**config.mk**
```make
export PLATFORM = sky130hd
export DESIGN_NAME = tlk_unit
export DESIGN_NICKNAME = d
export VERILOG_FILES = /design/src/rtl/tlk_pkg.sv /design/src/rtl/tlk_ctrl.sv /design/src/rtl/tlk_datapath.sv /design/src/rtl/tlk_unit.sv
export SDC_FILE = /design/constraint.sdc
export NUM_CORES = 1
export LEC_CHECK = 0
export BUFFER_PORTS_ARGS = -buffer_cell sky130_fd_sc_hd__buf_2
export CAP_MARGIN = 20
export CORE_ASPECT_RATIO = 1.4
export CORE_MARGIN = 1.5
export CORE_UTILIZATION = 58
export DETAILED_ROUTE_END_ITERATION = 10
export GPL_ROUTABILITY_DRIVEN = 1
export MAX_ROUTING_LAYER = met4
export PLACE_DENSITY = 0.82
export SETUP_SLACK_MARGIN = 0.1
export SLEW_MARGIN = 40
export SYNTH_ARGS = -nofsm -noshare
export SYNTH_HDL_FRONTEND = slang
export SYNTH_SLANG_ARGS = --single-unit
export TNS_END_PERCENT = 50
```
**constraint.sdc**
```tcl
create_clock -name clk -period 4 [get_ports clk]
set_input_delay 0.4 -clock clk [delete_from_list [all_inputs] [get_ports clk]]
set_output_delay 0.4 -clock clk [all_outputs]
set_load 0.01 [all_outputs]
```
**src/rtl/tlk_pkg.sv**
```systemverilog
package tlk_pkg;
  typedef struct packed {
    logic anyTake;
    logic relFire;
    logic relBad;
  } tlkStrobe_t;
endpackage

```
**src/rtl/tlk_ctrl.sv**
```systemverilog
module tlk_ctrl #(
  parameter int NUM_REQ = 4
) (
  input  logic                    clk,
  input  logic                    rst_n,
  input  logic [NUM_REQ-1:0]      acqReq,
  input  logic [NUM_REQ-1:0]      relReq,
  input  logic [NUM_REQ-1:0]      holding,
  input  logic [NUM_REQ-1:0]      grant,
  output logic [NUM_REQ-1:0]      takeMask,
  output logic [NUM_REQ-1:0]      relMask,
  output tlk_pkg::tlkStrobe_t     strobe,
  output logic                    relErr
);
  // only idle requesters may take a ticket; only the owner may release
  always_comb begin
    takeMask       = acqReq & ~holding;
    relMask        = relReq & grant;
    strobe.anyTake = |takeMask;
    strobe.relFire = |relMask;
    strobe.relBad  = |(relReq & ~grant);
  end

  always_ff @(posedge clk) begin
    if (!rst_n) relErr <= 1'b0;
    else        relErr <= strobe.relBad;
  end
endmodule

```
**src/rtl/tlk_datapath.sv**
```systemverilog
module tlk_datapath #(
  parameter int NUM_REQ    = 4,
  parameter int TICKET_W   = 4,
  parameter int SLOTS      = 4,
  parameter bit ARRAY_MODE = 1'b1
) (
  input  logic                         clk,
  input  logic                         rst_n,
  input  logic [NUM_REQ-1:0]           takeMask,
  input  logic [NUM_REQ-1:0]           relMask,
  input  tlk_pkg::tlkStrobe_t          strobe,
  output logic [NUM_REQ*TICKET_W-1:0]  tickets,
  output logic [NUM_REQ-1:0]           holding,
  output logic [NUM_REQ-1:0]           grant,
  output logic [NUM_REQ*TICKET_W-1:0]  waitCount,
  output logic [TICKET_W-1:0]          nextTicket,
  output logic [TICKET_W-1:0]          nowServing,
  output logic [SLOTS-1:0]             slotFlags
);
  localparam int SLOT_W = (SLOTS > 1) ? $clog2(SLOTS) : 1;

  logic [TICKET_W-1:0] tickReg    [NUM_REQ];
  logic [TICKET_W-1:0] assignTick [NUM_REQ];
  logic [TICKET_W-1:0] takeTotal;
  logic [SLOT_W-1:0]   curSlot;
  logic [SLOT_W-1:0]   nxtSlot;
  logic [SLOTS-1:0]    flagsNext;

  // consecutive tickets in requester-index order
  always_comb begin
    logic [TICKET_W-1:0] runOff;
    runOff = '0;
    for (int i = 0; i < NUM_REQ; i++) begin
      assignTick[i] = nextTicket + runOff;
      if (takeMask[i]) runOff = runOff + TICKET_W'(1);
    end
    takeTotal = runOff;
  end

  always_comb begin
    curSlot   = nowServing[SLOT_W-1:0];
    nxtSlot   = curSlot + SLOT_W'(1);
    flagsNext = slotFlags;
    if (strobe.relFire) begin
      flagsNext[curSlot] = 1'b0;
      flagsNext[nxtSlot] = 1'b1;
    end
  end

  always_ff @(posedge clk) begin
    if (!rst_n) begin
      nextTicket <= '0;
      nowServing <= '0;
      slotFlags  <= SLOTS'(1);
      holding    <= '0;
      for (int i = 0; i < NUM_REQ; i++) tickReg[i] <= '0;
    end else begin
      if (strobe.anyTake) nextTicket <= nextTicket + takeTotal;
      if (strobe.relFire) nowServing <= nowServing + TICKET_W'(1);
      slotFlags <= flagsNext;
      for (int i = 0; i < NUM_REQ; i++) begin
        if (takeMask[i]) begin
          tickReg[i] <= assignTick[i];
          holding[i] <= 1'b1;
        end else if (relMask[i]) begin
          holding[i] <= 1'b0;
        end
      end
    end
  end

  for (genvar g = 0; g < NUM_REQ; g++) begin : g_req
    assign tickets[g*TICKET_W +: TICKET_W]   = tickReg[g];
    assign waitCount[g*TICKET_W +: TICKET_W] = holding[g] ? (tickReg[g] - nowServing) : '0;
    if (ARRAY_MODE) begin : g_slot
      assign grant[g] = holding[g] & slotFlags[tickReg[g][SLOT_W-1:0]];
    end else begin : g_cmp
      assign grant[g] = holding[g] & (tickReg[g] == nowServing);
    end
  end
endmodule

```
**src/rtl/tlk_unit.sv**
```systemverilog
module tlk_unit #(
  parameter int NUM_REQ    = 4,
  parameter int TICKET_W   = 4,
  parameter int SLOTS      = 4,
  parameter bit ARRAY_MODE = 1'b1
) (
  input  logic                         clk,
  input  logic                         rst_n,
  input  logic [NUM_REQ-1:0]           acqReq,
  input  logic [NUM_REQ-1:0]           relReq,
  output logic [NUM_REQ*TICKET_W-1:0]  tickets,
  output logic [NUM_REQ-1:0]           holding,
  output logic [NUM_REQ-1:0]           grant,
  output logic [NUM_REQ*TICKET_W-1:0]  waitCount,
  output logic [TICKET_W-1:0]          nextTicket,
  output logic [TICKET_W-1:0]          nowServing,
  output logic [SLOTS-1:0]             slotFlags,
  output logic                         relErr
);
  tlk_pkg::tlkStrobe_t strobe;
  logic [NUM_REQ-1:0]  takeMask;
  logic [NUM_REQ-1:0]  relMask;

  tlk_ctrl #(.NUM_REQ(NUM_REQ)) u_ctrl (
    .clk(clk), .rst_n(rst_n), .acqReq(acqReq), .relReq(relReq),
    .holding(holding), .grant(grant), .takeMask(takeMask),
    .relMask(relMask), .strobe(strobe), .relErr(relErr)
  );

  tlk_datapath #(.NUM_REQ(NUM_REQ), .TICKET_W(TICKET_W), .SLOTS(SLOTS),
                 .ARRAY_MODE(ARRAY_MODE)) u_dp (
    .clk(clk), .rst_n(rst_n), .takeMask(takeMask), .relMask(relMask),
    .strobe(strobe), .tickets(tickets), .holding(holding), .grant(grant),
    .waitCount(waitCount), .nextTicket(nextTicket), .nowServing(nowServing),
    .slotFlags(slotFlags)
  );
endmodule

```
==> results of run 1 <==
[layout make-up]
cell class                 count  share of cell area (%)
clock buffer                   6                    2.86
clock inverter                 2                   0.304
inverter                      25                    3.26
multi-input combinational    190                    52.1
sequential                    33                    28.5
tap                           45                    1.95
timing repair buffer          63                    11.0
[routing by layer]
layer,vias up,wire length (um)
li1,992,-
met1,988,2200
met2,52,3110
met3,12,204
met4,0,129
met5,-,0
[cell families after synthesis]
kind of cell	Yosys count	share of synthesized area, %
muxes	13	5.78
DFF	33	33.0
adders and majority gates	33	18.7
other	1	0.151
buffers and inverters	38	6.68
xor gates and xnor gates	25	8.79
and+or+nand+nor	81	17.2
AOI/OAI and AO/OA	37	9.70
[registers in the layout (all words and copies together), names as in the netlist, named ones only]
name	flops
u_ctrl.relErr	1
u_dp.nextTicket	4
u_dp.nowServing	4
u_dp.tickReg	16
u_dp.holding	4
u_dp.slotFlags	2
[per-stage QoR]
step,util (%),power [W]
2_1_floorplan,-,0.000892
3_3_place_gp,67.0,0.00104
3_5_place_dp,67.0,0.00106
4_1_cts,69.1,0.00133
5_1_grt,69.1,0.00141
6_report,69.1,0.00131
[placed cells by master, fill, tap and decap left out, types with 2 or more instances in the layout]
cell | netlist | routed
a21o_1 | 5 | 5
a21oi_1 | 12 | 12
a311oi_1 | 2 | 2
a31oi_1 | 2 | 2
and2_1 | 10 | 10
and3_1 | 6 | 6
buf_2 | 1 | 62
clkbuf_8 | 0 | 6
dfxtp_1 | 17 | 17
edfxtp_1 | 16 | 16
fa_1 | 7 | 7
ha_1 | 26 | 26
inv_1 | 25 | 25
mux2i_1 | 11 | 11
nand2_1 | 17 | 17
nand2b_1 | 6 | 6
nand3_1 | 3 | 3
nor2_1 | 18 | 18
nor2b_1 | 14 | 14
o21ai_0 | 7 | 7
o32ai_1 | 2 | 2
xnor2_1 | 18 | 18
xor2_1 | 7 | 7
[where the power goes]
group / switching (W) / leakage (nW) / internal, W
combinational: 0.000294 / 1.06 / 0.000264
sequential: 0.0000889 / 0.313 / 0.000407
clock: 0.000124 / 0.0486 / 0.000136
total: 0.000507 / 1.42 / 0.000808
[worst register-to-register path, stage by stage (launching register included)]
cell	delay, ns
dfxtp_1	0.50
nor2b_1	0.19
nand2_1	0.15
inv_1	0.07
o21ai_0	0.37
inv_1	0.13
ha_1	0.30
nand2_1	0.05
o21ai_0	0.14
ha_1	0.32
a21oi_1	0.13
nor2b_1	0.06
o21ai_0	0.19
xor2_1	0.17
nor2_1	0.05
[path summary, 6_finish.rpt]
check / startpoint / end / slack, ns / cells after the start
max reg2reg: u_dp.holding[0]$_SDFFE_PN0P_ / u_dp.nextTicket[3]$_SDFFE_PN0P_ / 1.06 / 14
max: u_dp.holding[0]$_SDFFE_PN0P_ / u_dp.nextTicket[3]$_SDFFE_PN0P_ / 1.06 / 14
min reg2reg: u_dp.nowServing[2]$_SDFFE_PN0P_ / u_dp.nowServing[2]$_SDFFE_PN0P_ / 0.51 / 2
min: relReq[3] / u_dp.holding[3]$_SDFFE_PN0P_ / 0.35 / 2
==> metrics.txt, run 1 <==
# TYPE chip_impl_metric gauge
chip_impl_metric{name="worstPathRequired",unit="ns"} 4.17
chip_impl_metric{name="synth-edff-count",unit=""} 16
chip_impl_metric{name="fillerInstances",unit=""} 341
chip_impl_metric{name="dieHeight",unit="um"} 80.5
chip_impl_metric{name="timing.clock.skew",unit="ns"} 0.00759
chip_impl_metric{name="max-clock-path-buffers",unit=""} 2
chip_impl_metric{name="dp.cells",unit=""} 356
chip_impl_metric{name="worstPathMaxFanout",unit=""} 10
chip_impl_metric{name="total_cts_buffers",unit=""} 5
chip_impl_info{name="cts_tree",value="done"} 1
chip_impl_metric{name="globalRouteTotalUtil",unit="%"} 26.2
chip_impl_metric{name="final_period_utilization",unit="%"} 73.6
chip_impl_metric{name="drt_first_iter_violations",unit=""} 127
chip_impl_metric{name="drtPass1Iterations",unit=""} 4
chip_impl_metric{name="die_area",unit="mm^2"} 0.00470
chip_impl_metric{name="netlist_instances",unit=""} 261
chip_impl_metric{name="hold_ws",unit="ns"} 0.347
chip_impl_metric{name="ios",unit=""} 63
chip_impl_metric{name="layout.cells.non_filler",unit=""} 364
chip_impl_info{name="post_synth_main_area_contributors",value="edfxtp_1 19%, dfxtp_1 14%, ha_1 13%, xnor2_1 6.3%, fa_1 5.6%"} 1
chip_impl_info{name="yosys.area.top_type",value="edfxtp_1"} 1
chip_impl_metric{name="sequential_cell_area",unit="um^2"} 821
chip_impl_metric{name="post_dp_cell_area",unit="mm^2"} 0.00279
chip_impl_metric{name="yosysWarnings",unit=""} 0
chip_impl_metric{name="finalInstanceArea",unit="mm^2"} 0.00288
chip_impl_metric{name="synth.yosys.seq_area_share",unit="%"} 33.0
chip_impl_metric{name="power.density_cell_area",unit="mW/mm^2"} 456
chip_impl_metric{name="final_max_slew_viol_count",unit=""} 0
chip_impl_metric{name="setup_violations",unit=""} 0
chip_impl_metric{name="worst-endpoint-arrival",unit="ns"} 3.11
chip_impl_metric{name="gp_congestion",unit=""} 0.878
chip_impl_metric{name="post_synth.cell_area_avg",unit="um^2"} 9.54
chip_impl_info{name="cts_root_buf",value="clkbuf_8"} 1
chip_impl_metric{name="delay_of_the_slowest_cell_on_the_worst_path",unit="ns"} 0.50
chip_impl_metric{name="gr-usage-met3",unit="%"} 4.67
chip_impl_metric{name="h-tree-depth",unit=""} 2
chip_impl_metric{name="slew_headroom",unit="%"} 66.4
chip_impl_metric{name="post_cts.resized_instances",unit=""} 0
chip_impl_info{name="run_status",value="finished, final reports clean"} 1
chip_impl_metric{name="grt_remaining_overflow",unit=""} 0
chip_impl_metric{name="detail_route.wl_per_cell",unit="um"} 15.5
chip_impl_metric{name="synth_top_area_share",unit="%"} 19.3
chip_impl_metric{name="largest_voltage_drop_on_the_vdd_net",unit="mV"} 0.318
chip_impl_metric{name="ys_async_sr_fraction",unit="%"} 0
chip_impl_metric{name="setup-tns-final",unit="ns"} 0
chip_impl_metric{name="postCtsSetupRepairBufs",unit=""} 0
chip_impl_metric{name="final_net_count",unit=""} 361
chip_impl_metric{name="mappedNetlistNets",unit=""} 304
chip_impl_info{name="timing.setup.critical_path_class",value="reg -> reg"} 1
chip_impl_info{name="end_kind",value="register"} 1
chip_impl_metric{name="antenna_found_initial",unit=""} 0
chip_impl_metric{name="routed_wl",unit="um"} 5640
chip_impl_metric{name="area_delta_synth_final",unit="%"} 15.8
chip_impl_metric{name="vias_per_cell",unit=""} 5.62
chip_impl_metric{name="place.detailed.hpwl",unit="um"} 4400
chip_impl_metric{name="postLayoutSetupSlackWorst",unit="ns"} 1.06
chip_impl_info{name="critical_path.most_common_cell",value="o21ai_0"} 1
chip_impl_metric{name="combined_area_of_the_multi_input_logic_cells",unit="mm^2"} 0.00150
chip_impl_metric{name="worst_slew_pin_slew",unit="ns"} 0.503
chip_impl_info{name="cp-start-kind",value="register"} 1
chip_impl_metric{name="final_hold_viol_count",unit=""} 0
chip_impl_metric{name="grt_pass1_wl",unit="um"} 8840
chip_impl_metric{name="clkTransAtPathRegs",unit="ns"} 0.07
chip_impl_metric{name="detailedPlace.worstSlack",unit="ns"} 1.04
chip_impl_info{name="grt_busiest_layer",value="met2"} 1
chip_impl_metric{name="cellLeakagePower",unit="nW"} 1.42
chip_impl_info{name="critPathSlowestCell",value="dfxtp_1"} 1
chip_impl_metric{name="hold_buffers_post_cts",unit=""} 0
chip_impl_metric{name="globalRouteMet1Util",unit="%"} 26.2
chip_impl_metric{name="clkSinkCount",unit=""} 33
chip_impl_metric{name="drive_above_1_share",unit="%"} 23.2
chip_impl_metric{name="ant_nets",unit=""} 0
chip_impl_metric{name="die_w",unit="um"} 58.4
chip_impl_info{name="rsz0062_at_grt",value="false"} 1
chip_impl_metric{name="core_area",unit="mm^2"} 0.00417
chip_impl_metric{name="syn-cell-area",unit="mm^2"} 0.00249
chip_impl_metric{name="yosys_reg_bits",unit=""} 33
chip_impl_metric{name="post-route-drc-count",unit=""} 0
chip_impl_metric{name="grt_start_max_net_pins",unit=""} 25
chip_impl_metric{name="cp_num_buf_inv",unit=""} 2
chip_impl_metric{name="fmax",unit="MHz"} 340
chip_impl_metric{name="floorplan.initialDensity",unit="%"} 59.7
chip_impl_metric{name="grt_pass1_vias",unit=""} 1902
chip_impl_metric{name="clk_latency",unit="ns"} 0.29
chip_impl_metric{name="final_period_minus_worst_setup_slack",unit="ns"} 2.94
chip_impl_metric{name="met2_track_usage_gr",unit="%"} 48.4
chip_impl_metric{name="detailroute.via_count",unit=""} 2044
chip_impl_info{name="synth.most_common_cell",value="ha_1"} 1
chip_impl_metric{name="yosysUniqueCellTypes",unit=""} 42
chip_impl_metric{name="buffer_ports.inserted",unit=""} 62
chip_impl_metric{name="maxCapViolCount",unit=""} 0
chip_impl_metric{name="std_cell_rows",unit=""} 28
chip_impl_info{name="ys.flop_type",value="dfxtp_1"} 1
chip_impl_info{name="ys_top_cells_by_count",value="26 x ha_1, 25 x inv_1, 18 x nor2_1, 18 x xnor2_1"} 1
chip_impl_metric{name="antennaDiodeCount",unit=""} 0
chip_impl_info{name="type_of_the_tightest_min_delay_check",value="in -> reg"} 1
chip_impl_info{name="path_delay_family",value="compound AO/OA/AOI/OAI gates"} 1
chip_impl_info{name="crit_path_cell_trace",value="nor2b_1, nand2_1, inv_1, o21ai_0, inv_1, ha_1, nand2_1, o21ai_0, ha_1, a21oi_1, nor2b_1, o21ai_0, xor2_1, nor2_1"} 1
No activity file was read; power rests on OpenSTA's default activity.
==> inputs of run 2 (changes only) <==
--- a/config.mk
+++ b/config.mk
@@ -9,11 +9,11 @@
 export CAP_MARGIN = 20
 export CORE_ASPECT_RATIO = 1.4
 export CORE_MARGIN = 1.5
-export CORE_UTILIZATION = 58
+export CORE_UTILIZATION = 48
 export DETAILED_ROUTE_END_ITERATION = 10
 export GPL_ROUTABILITY_DRIVEN = 1
 export MAX_ROUTING_LAYER = met4
-export PLACE_DENSITY = 0.82
+export PLACE_DENSITY = 0.72
 export SETUP_SLACK_MARGIN = 0.1
 export SLEW_MARGIN = 40
 export SYNTH_ARGS = -nofsm -noshare
==> constraint.sdc (replaced) <==
create_clock -name clk -period 2.55 [get_ports clk]
set_input_delay 0.255 -clock clk [delete_from_list [all_inputs] [get_ports clk]]
set_output_delay 0.255 -clock clk [all_outputs]
set_load 0.01 [all_outputs]
==> metrics.txt, run 2 (same netlist as run 1, synthesis figures left out) <==
# TYPE chip_impl_metric gauge
chip_impl_metric{name="place.detailed.hpwl",unit="um"} 4410
chip_impl_info{name="type_of_the_tightest_min_delay_check",value="in -> reg"} 1
chip_impl_metric{name="vias_per_cell",unit=""} 5.35
chip_impl_metric{name="antennaDiodeCount",unit=""} 0
chip_impl_metric{name="power",unit="W"} 0.00209
chip_impl_metric{name="fillerInstances",unit=""} 437
chip_impl_metric{name="antenna_found_initial",unit=""} 0
chip_impl_metric{name="clkSinkCount",unit=""} 33
chip_impl_info{name="worst_hold_startpoint",value="relReq[2]"} 1
chip_impl_metric{name="final_period_utilization",unit="%"} 90.7
chip_impl_metric{name="gp_congestion",unit=""} 0.850
chip_impl_info{name="timing.setup.critical_path_class",value="reg -> reg"} 1
chip_impl_metric{name="maxCapViolCount",unit=""} 0
chip_impl_metric{name="worst_slew_pin_slew",unit="ns"} 0.514
chip_impl_metric{name="post-route-drc-count",unit=""} 0
chip_impl_metric{name="std_cell_rows",unit=""} 30
chip_impl_metric{name="routed_wl",unit="um"} 5780
chip_impl_info{name="cp-start-kind",value="register"} 1
chip_impl_metric{name="cellLeakagePower",unit="nW"} 1.49
chip_impl_metric{name="floorplan.initialDensity",unit="%"} 50.6
chip_impl_metric{name="max-clock-path-buffers",unit=""} 2
chip_impl_info{name="rsz0062_at_grt",value="false"} 1
chip_impl_metric{name="dieHeight",unit="um"} 88.2
chip_impl_metric{name="layout.cells.non_filler",unit=""} 392
chip_impl_metric{name="die_area",unit="mm^2"} 0.00563
chip_impl_metric{name="detail_route.wl_per_cell",unit="um"} 14.7
chip_impl_metric{name="final_period_minus_worst_setup_slack",unit="ns"} 2.31
chip_impl_metric{name="grt_remaining_overflow",unit=""} 0
chip_impl_metric{name="drt_first_iter_violations",unit=""} 95
chip_impl_metric{name="postLayoutSetupSlackWorst",unit="ns"} 0.237
chip_impl_metric{name="detailroute.via_count",unit=""} 2096
chip_impl_metric{name="detailedPlace.worstSlack",unit="ns"} -0.0687
chip_impl_info{name="end_kind",value="register"} 1
chip_impl_info{name="cts_tree",value="done"} 1
chip_impl_metric{name="drtPass1Iterations",unit=""} 4
chip_impl_metric{name="ios",unit=""} 63
chip_impl_metric{name="min_delay_path_depth",unit=""} 2
chip_impl_metric{name="largest_voltage_drop_on_the_vdd_net",unit="mV"} 0.447
chip_impl_info{name="worstReg2RegStart",value="u_dp.holding[1]$_SDFFE_PN0P_"} 1
chip_impl_metric{name="total_cts_buffers",unit=""} 5
chip_impl_metric{name="ant_nets",unit=""} 0
chip_impl_info{name="final_cell_mix",value="62 x buf_2, 26 x ha_1, 25 x inv_1, 18 x nor2_1"} 1
chip_impl_metric{name="worstPathRequired",unit="ns"} 2.71
chip_impl_metric{name="core_area",unit="mm^2"} 0.00492
chip_impl_metric{name="buffer_ports.inserted",unit=""} 62
chip_impl_metric{name="clkTransAtPathRegs",unit="ns"} 0.07
chip_impl_metric{name="slew_headroom",unit="%"} 65.6
chip_impl_info{name="layout.cells.most_common",value="buf_2"} 1
chip_impl_metric{name="grt_pass1_vias",unit=""} 1980
chip_impl_metric{name="globalRouteTotalUtil",unit="%"} 21.8
chip_impl_metric{name="grt_pass1_wl",unit="um"} 9180
chip_impl_metric{name="ff2ff_path_depth",unit=""} 14
chip_impl_metric{name="worstPathMaxFanout",unit=""} 5
chip_impl_metric{name="hold_buffers_post_cts",unit=""} 0
chip_impl_metric{name="setup_violations",unit=""} 0
chip_impl_info{name="timing.critical_path.from",value="u_dp.holding[1]$_SDFFE_PN0P_"} 1
chip_impl_metric{name="power.density_cell_area",unit="mW/mm^2"} 693
chip_impl_metric{name="finalInstanceArea",unit="mm^2"} 0.00302
chip_impl_metric{name="post_dp_cell_area",unit="mm^2"} 0.00287
chip_impl_metric{name="final_max_slew_viol_count",unit=""} 0
chip_impl_metric{name="drive_above_1_share",unit="%"} 27.4
chip_impl_metric{name="final_hold_viol_count",unit=""} 0
chip_impl_metric{name="sequential_cell_area",unit="um^2"} 823
chip_impl_metric{name="combined_area_of_the_multi_input_logic_cells",unit="mm^2"} 0.00155
chip_impl_info{name="cts_root_buf",value="clkbuf_8"} 1
chip_impl_metric{name="die_w",unit="um"} 63.9
chip_impl_info{name="run_status",value="finished, final reports clean"} 1
chip_impl_metric{name="largest_register_ffs",unit=""} 16
chip_impl_info{name="top_register",value="u_dp.tickReg"} 1
chip_impl_metric{name="dp.cells",unit=""} 382
chip_impl_metric{name="final_net_count",unit=""} 370
chip_impl_metric{name="timing.clock.skew",unit="ns"} 0.00513
chip_impl_metric{name="fmax",unit="MHz"} 432
chip_impl_metric{name="worst-endpoint-arrival",unit="ns"} 2.48
chip_impl_metric{name="clk_latency",unit="ns"} 0.28
chip_impl_metric{name="area_delta_synth_final",unit="%"} 21.3
chip_impl_metric{name="h-tree-depth",unit=""} 2
chip_impl_metric{name="grt_start_max_net_pins",unit=""} 25
[run 2: worst max-delay path: stages, from the launching register on]
cell and delay [ns]:
dfxtp_2 0.33, nor2b_4 0.21, nand2_1 0.10, inv_1 0.08
o21ai_1 0.08, inv_1 0.10, ha_1 0.22, nand2_1 0.05
o21ai_1 0.10, ha_1 0.33, a21oi_1 0.13, nor2b_1 0.06
o21ai_1 0.17, xor2_1 0.17, nor2_1 0.05
[run 2: final timing paths]
check	endpoint	slack (ns)
min reg2reg	u_dp.nowServing[2]$_SDFFE_PN0P_	0.50
max	u_dp.nextTicket[3]$_SDFFE_PN0P_	0.24
max reg2reg	u_dp.nextTicket[3]$_SDFFE_PN0P_	0.24
min	u_dp.holding[2]$_SDFFE_PN0P_	0.22
[run 2: final cells by class]
type | count | area share, %
inverter | 25 | 3.11
multi-input combinational | 190 | 51.2
clock inverter | 2 | 0.290
sequential | 33 | 27.3
tap | 64 | 2.65
clock buffer | 6 | 2.73
timing repair buffer | 72 | 12.8
[run 2: where the power goes]
group / leakage (nW) / total (W) / internal, W / switching, W
Sequential: 0.314 / 0.000775 / 0.000640 / 0.000135
Clock: 0.0486 / 0.000405 / 0.000214 / 0.000191
Combinational: 1.12 / 0.000912 / 0.000440 / 0.000472
[run 2: timing repair]
item	4_1_cts	5_1_grt
pin swaps	1	4
buffers inserted	1	1
cloned	0	0
resized for setup	4	5
endpoints found under the setup margin	1	2
[run 2: through the flow]
step / setup TNS [ns] / hold WS (ns) / util (%)
floorplan: 0 / 0.363 / -
global placement: 0 / 0.489 / 58.4
detailed placement: -0.0687 / 0.499 / 58.4
CTS: 0 / 0.208 / 60.7
global route: 0 / 0.214 / 61.4
finish: 0 / 0.224 / 61.4
[run 2: metal layers]
| layer | routed length, um | part of all wire (%) | track usage, % |
|---|---|---|---|
| met1 | 2380 | 41 | 23.8 |
| met4 | 160 | 2.8 | 10.1 |
| met3 | 165 | 2.9 | 3.44 |
| met2 | 3070 | 53 | 38.5 |
| met5 | 0 | 0 | - |
